$ cat src/rtl/pin_irq_ctrl.sv
module pin_irq_ctrl #(
  parameter int N  = 8,
  parameter int AW = 4,
  parameter int DW = 8
) (
  input  logic          clk,
  input  logic          rst_n,
  input  logic [N-1:0]  pin_in,
  input  logic          wr_en,
  input  logic [AW-1:0] wr_addr,
  input  logic [DW-1:0] wr_data,
  input  logic [AW-1:0] rd_addr,
  output logic [DW-1:0] rd_data,
  output logic [N-1:0]  irq
);
  localparam int MW = 5;
  localparam int IW = (N > 1) ? $clog2(N) : 1;
  localparam logic [AW-1:0] A_RISE = AW'(N);
  localparam logic [AW-1:0] A_FALL = AW'(N + 1);
  localparam logic [AW-1:0] A_STAT = AW'(N + 2);

  logic [N-1:0] s1, s2, s3;
  logic [MW-1:0] mode [N];
  logic [N-1:0] ren, fen, edge_m, lvl_q;
  logic [N-1:0] rise_flg, fall_flg, sticky;
  logic [N-1:0] rise_clr, fall_clr, st_clr;
  logic [N-1:0] rise_det, fall_det;

  always_ff @(posedge clk or negedge rst_n)
    if (!rst_n) {s1, s2, s3} <= '0;
    else begin
      s1 <= pin_in;
      s2 <= s1;
      s3 <= s2;
    end

  assign rise_det = s2 & ~s3;
  assign fall_det = ~s2 & s3;

  for (genvar i = 0; i < N; i++) begin : g_ch
    always_ff @(posedge clk or negedge rst_n)
      if (!rst_n) mode[i] <= '0;
      else if (wr_en && wr_addr == AW'(i)) mode[i] <= wr_data[MW-1:0];
    assign ren[i]   = ~mode[i][4] & mode[i][0];
    assign fen[i]   = ~mode[i][4] & mode[i][1];
    assign lvl_q[i] = mode[i][4] & (mode[i][1] ? s2[i] : ~s2[i]);
  end

  assign edge_m   = ren | fen;
  assign rise_clr = (wr_en && wr_addr == A_RISE) ? wr_data[N-1:0] : '0;
  assign fall_clr = (wr_en && wr_addr == A_FALL) ? wr_data[N-1:0] : '0;
  assign st_clr   = (wr_en && wr_addr == A_STAT) ? wr_data[N-1:0] : '0;

  always_ff @(posedge clk or negedge rst_n)
    if (!rst_n) begin
      rise_flg <= '0;
      fall_flg <= '0;
      sticky   <= '0;
    end else begin
      rise_flg <= (rise_flg & ~rise_clr) | (rise_det & ren);
      fall_flg <= (fall_flg & ~fall_clr) | (fall_det & fen);
      sticky   <= ((sticky & ~st_clr) | (rise_det & ren) | (fall_det & fen)) & edge_m;
    end

  assign irq = sticky | lvl_q;

  always_comb begin
    rd_data = '0;
    if (rd_addr < AW'(N))      rd_data = DW'(mode[rd_addr[IW-1:0]]);
    else if (rd_addr == A_RISE) rd_data = DW'(rise_flg);
    else if (rd_addr == A_FALL) rd_data = DW'(fall_flg);
    else if (rd_addr == A_STAT) rd_data = DW'(irq);
  end


  rise_hold_chk: assert property (@(posedge clk) disable iff (!rst_n)
    1'b1 |=> ((rise_flg & $past(rise_flg & ~rise_clr)) == $past(rise_flg & ~rise_clr)));

  fall_hold_chk: assert property (@(posedge clk) disable iff (!rst_n)
    1'b1 |=> ((fall_flg & $past(fall_flg & ~fall_clr)) == $past(fall_flg & ~fall_clr)));

  rise_cause_chk: assert property (@(posedge clk) disable iff (!rst_n)
    1'b1 |=> ((rise_flg & ~$past(rise_flg) & ~$past(s2 & ~s3)) == '0));

  sticky_cause_chk: assert property (@(posedge clk) disable iff (!rst_n)
    1'b1 |=> ((sticky & ~$past(sticky) & ~$past(s2 ^ s3)) == '0));

  no_edge_mode_chk: assert property (@(posedge clk) disable iff (!rst_n)
    1'b1 |=> ((sticky & ~$past(edge_m)) == '0));
endmodule

$ cat config.mk
export PLATFORM = sky130hd
export DESIGN_NAME = pin_irq_ctrl
export DESIGN_NICKNAME = d
export VERILOG_FILES = /design/src/rtl/pin_irq_ctrl.sv
export SDC_FILE = /design/constraint.sdc
export NUM_CORES = 1
export LEC_CHECK = 0
export ABC_AREA = 1
export CAP_MARGIN = 20
export CORE_MARGIN = 3
export CORE_UTILIZATION = 40
export DETAILED_ROUTE_END_ITERATION = 7
export DONT_BUFFER_PORTS = 1
export SLEW_MARGIN = 25
export SYNTH_ARGS = -nofsm -noshare
export SYNTH_HDL_FRONTEND = slang
export SYNTH_SLANG_ARGS = --single-unit
$ cat constraint.sdc
create_clock -name clk -period 1.5 [get_ports clk]
set_input_delay 0.225 -clock clk [delete_from_list [all_inputs] [get_ports clk]]
set_output_delay 0.225 -clock clk [all_outputs]
set_load 0.01 [all_outputs]
Yosys cells after proc, flatten, opt, wreduce, memory -nomap -nowiden
Index checks and enable logic that the tools add are counted.

Flip-flop bits (word level): 88. Bits in latches: 0. RAM bits: 0. Bits in read-only memories: 0. Input bits: 27. Output and inout port bits: 16. Word-level logic and storage cells: 119. Memories kept: 0.

Add/subtract/negate cells: 0. Multipliers: 0. Divide/modulo/power cells: 0. Order comparisons: 2. Equality and inequality tests: 13. Shift operators: 0. Multiplexer cells: 18. Bitwise logic cells: 60. Reductions and logical operators: 12.

Operators with widths (count): $and A8 B8 Y8 (8); $mux W8 (7); $or A8 B8 Y8 (6); $not A8 Y8 (5); $and A1 B1 Y1 (24); $eq A4 B4 Y1 const B (6); $eq A4 B3 Y1 const B (4); $not A1 Y1 (16); $bmux W5 S3 (1); $logic_and A1 B1 Y1 (11); $mux W5 (2); $eq A4 B2 Y1 const B (2); $mux W1 (8); $eq A4 B1 Y1 const B (1); $ge A4 B4 Y1 const B (1); $logic_not A4 Y1 (1); $lt A4 B4 Y1 const B (1); $not A3 Y4 (1).

Depth between registers and ports, before layout
Depth in word-level cells: 8. Gate-level depth with buffers: 8. Mapped depth without buffers: 8.

Worst setup path before layout
No wires, ideal clock.

Path kind: input to output. Start point: input port rd_addr[2]. End point: output port rd_data[0]. Arrival time: 1.006 ns. Required time: 1.275 ns. Slack: 0.269 ns. Stages: 7. Buffers on the path: 0. Cells stage by stage: inv_2 > nand2_1 > inv_1 > nand2_2 > or2_0 > nand2_1 > nand2_1.

Cells in the longest elaborated chain, start to end: 5. Elaborated cells between the ends (all ways): 12. Classes of those cells: order compare: 1; eq/ne: 3; mux: 7; bitwise: 1.

RTL lines: start: declaration (RTL line 12) `input logic [AW-1:0] rd_addr,`; $not A3 Y4 (not written as such) / $eq A4 B4 Y1 (equally long branches) (RTL line 69, 72); $bmux W5 S3 / $mux W8 (equally long branches) (RTL line 69, 72); $mux W5 (not written as such) / $mux W8 (equally long branches) (RTL line 69, 71); $mux W5 (not written as such) / $mux W8 (equally long branches) (RTL line 69, 70); $mux W8 * (RTL line 69) `if (rd_addr < AW'(N)) rd_data = DW'(mode[rd_addr[IW-1:0]]);`; end: declaration (RTL line 13) `output logic [DW-1:0] rd_data,`.

Mark *: on every way between the ends. The rest lies on a longest branch, timed or not. The select of a mux whose other input is x is not followed.

Worst setup path in the final report
Start point: register mode[16] (netlist name). End point: output port rd_data[1].

Cells in the longest elaborated chain, start to end: 4.

RTL lines: start: declaration (RTL line 23) `logic [MW-1:0] mode [N];`; start signal: indexed assignment (RTL line 43) `else if (wr_en && wr_addr == AW'(i)) mode[i] <= wr_data[MW-1:0];`; $bmux W5 S3 (RTL line 69); $mux W5 (not written as such) (2 in series) (RTL line 69); $mux W8 (RTL line 69).

Every way passes these cells. The select of a mux whose other input is x is not followed.

==> results.sh <==
export IMPL_reg2reg_to="sticky[5]$_DFF_PN0_"
export IMPL_crit_slowest_cell="dfrtp_1"
export IMPL_h_tree_depth=3
export IMPL_drtPass1Iterations=5
export IMPL_route_detailed_drc=0
export IMPL_clkLatencyLatePin_ps=360
export IMPL_cp_start_kind="flop"
export IMPL_cts_tree="yes"
export IMPL_maxCapViolCount=0
export IMPL_netlist_instances=524
export IMPL_yosysTopAreaCell="dfrtp_1"
export IMPL_final_setup_tns_ps=-338
export IMPL_cts_made_buffers=9
export IMPL_pre_cts_ws_ps=146
export IMPL_cp_slowest_stage_delay_ps=420
export IMPL_die_h_um=108
export IMPL_start_util_pct=41.9
export IMPL_area_delta_synth_final_pct=22.0
export IMPL_viasPerCell=5.01
export IMPL_max_vdd_ir_drop_uv=552
export IMPL_grt_pass1_wl_um=17600
export IMPL_synth_nets=551
export IMPL_clock_skew_final_ps=5.53
export IMPL_ant_nets=0
export IMPL_cp_arrival_ps=1340
export IMPL_fin_crit_sh_pct=104
export IMPL_num_vias=3630
export IMPL_critPathKind="flop to output pin"
export IMPL_status="finished, violations left"
export IMPL_violations="negative hold slack, negative setup slack"
export IMPL_rows=36
export IMPL_rsz0062_at_grt="yes"
export IMPL_drt_wl_total_um=11000
export IMPL_p_leak_nw=2.41
export IMPL_grt_ovfl_total=0
export IMPL_yosys_top_cells_area="dfrtp_1 53%, nand2_1 15%, o21ai_0 8.9%, inv_1 6.7%, nand3_1 5.1%"
export IMPL_synth_edf_count=0
export IMPL_post_dp_hpwl_um=7480
export IMPL_pin_count=43
export IMPL_cts_sinks=88
export IMPL_setup_slack_ps=-64.3
export IMPL_r2r_worst_path_cells=7
export IMPL_cp_max_fo=4
export IMPL_grt_pass1_vias=3599
export IMPL_power_density_mw_per_mm2=1170
export IMPL_yosysUniqueCellTypes=22
export IMPL_synth_area_per_cell_sq_um=7.92
export IMPL_synth_warnings=0
export IMPL_synth_area_sq_mm=0.00415
export IMPL_synthArstFlopShare_pct=100
export IMPL_clock_path_buffers=2
export IMPL_worstHoldPathType="primary input to asynchronous set/reset pin"
export IMPL_r2r_start="s2[5]$_DFF_PN0_"
export IMPL_clk_pin_slew_ps=90
export IMPL_grt_antenna_before_repair=0
export IMPL_grt_max_degree=89
export IMPL_die_w_um=108
export IMPL_diodes=0
export IMPL_wl_per_cell_um=15.2
export IMPL_gp_congestion=0.898
export IMPL_ys_flop_type="dfrtp_1"
export IMPL_first_iter_violations=210
export IMPL_layout_nets=613
export IMPL_drive_gt1_share_pct=19.6
export IMPL_core_area_sq_mm=0.00991
export IMPL_synth_seq_area_share_pct=53.1
export IMPL_track_usage_pct=19.7
export IMPL_hold_violations=88
export IMPL_ff2ff_setup_slack_ps=220
export IMPL_path_cells="buf_4 -> a21oi_2 -> nand3_1 -> nand3_2 -> nand2_2"
export IMPL_ys_ff_latch=88
export IMPL_critPathRequiredTime_ps=1270
export IMPL_holdWs_ps=-449
export IMPL_finish_utilization_pct=51.1
export IMPL_cts_hold_buf=13
export IMPL_max_slew_worst_pin_slew_ps=458
export IMPL_synth_top_area_share_pct=53.1
export IMPL_p_total_mw=5.92
export IMPL_max_freq_ghz=0.639
export IMPL_portBuffers=0
export IMPL_slew_violations=0
export IMPL_dieArea_sq_mm=0.0116
export IMPL_fin_crit_ps=1560
export IMPL_clock_root_buffer="clkbuf_8"
export IMPL_endpoint_kind="output pin"
export IMPL_setup_viol=9
export IMPL_slew_headroom_pct=69.4
## layer usage
layer / wire length (um) / global-route usage, % / vias up
met5: 0 / 0 / -
met4: 223 / 8.21 / 0
met3: 526 / 4.92 / 17
met2: 5540 / 34.4 / 83
met1: 4690 / 23.0 / 1737
li1: - / - / 1793
## logic make-up (layout without fill, tap and decap cells)
logic type | Yosys count | in the layout | share of synthesized area (%)
DFF | 88 | 88 | 53.1
buffers and inverters | 83 | 150 | 7.78
and+or+nand+nor | 260 | 260 | 27.4
AOI/OAI and AO/OA | 93 | 93 | 11.7
## stage by stage
step / cell area, sq um / std cells
after floorplan: 4150 / 524
after global placement: 4390 / 665
after detailed placement: 4390 / 665
after CTS: 4870 / 711
after global routing: 5060 / 724
final: 5060 / 724
## final cells by class
cell class	instances	area, sq um
clock buffers	9	124
clock inverters	7	47.5
fillers	949	4850
inverters	76	285
multi-input cells	353	1740
flip-flops and latches	88	2200
well taps	133	166
repair buffers	58	498
## cells in the final DEF (no fill, tap or decap), drive strengths merged
master | synthesis | final
inv | 76 | 77
a21oi | 11 | 11
clkinvlp | 0 | 2
o21ai | 74 | 74
clkinv | 0 | 4
clkbuf | 2 | 9
o21bai | 3 | 3
nor2 | 27 | 27
dfrtp | 88 | 88
nand3 | 45 | 45
nor3 | 11 | 11
or2 | 5 | 5
nand4 | 1 | 1
o211ai | 5 | 5
buf | 5 | 45
dlygate4sd3 | 0 | 13
nand2 | 171 | 171
## worst max path at each step
stage / from / to
2_1_floorplan: rd_addr[2] / rd_data[0]
3_3_place_gp: rd_addr[1] / rd_data[4]
3_5_place_dp: rd_addr[1] / rd_data[3]
4_1_cts: mode[21]$_DFFE_PN0P_ / rd_data[3]
5_1_grt: mode[26]$_DFFE_PN0P_ / rd_data[2]
6_report: mode[16]$_DFFE_PN0P_ / rd_data[1]
## critical path, delay by kind of cell (launching register included)
kind                   cells  cell delay (ps)
DFF                        1              420
buffers and inverters      1              160
AOI/OAI and AO/OA          1              140
and+or+nand+nor            3              270
## cells in the mapped netlist, types with 5 or more instances
| cell | count |
|---|---|
| nand2_1 | 168 |
| dfrtp_1 | 88 |
| inv_1 | 74 |
| o21ai_0 | 74 |
| nand3_1 | 42 |
| nor2_1 | 25 |
| a21oi_1 | 11 |
| nor3_1 | 7 |
| o211ai_1 | 5 |
| or2_0 | 5 |
## state kept, by name, summed over array words and instances, names as in the netlist
name      count
rise_flg      8
fall_flg      8
s3            8
mode         40
sticky        8
s2            8
s1            8
## report_power, final
part	internal (mW)	total, mW	switching [mW]	leakage, nW
logic	0.637	1.36	0.720	1.28
clock network	0.601	1.47	0.872	0.0854
registers	2.78	3.08	0.310	1.05
## timing repair
item / in CTS / in global routing
hold endpoints to repair: 106 / 88
resized for setup: 21 / 29
setup buffers: 17 / 13
setup endpoints to repair: 14 / 14
pin swaps: 16 / 20
Note: power is estimated with default switching activity, not from simulation.
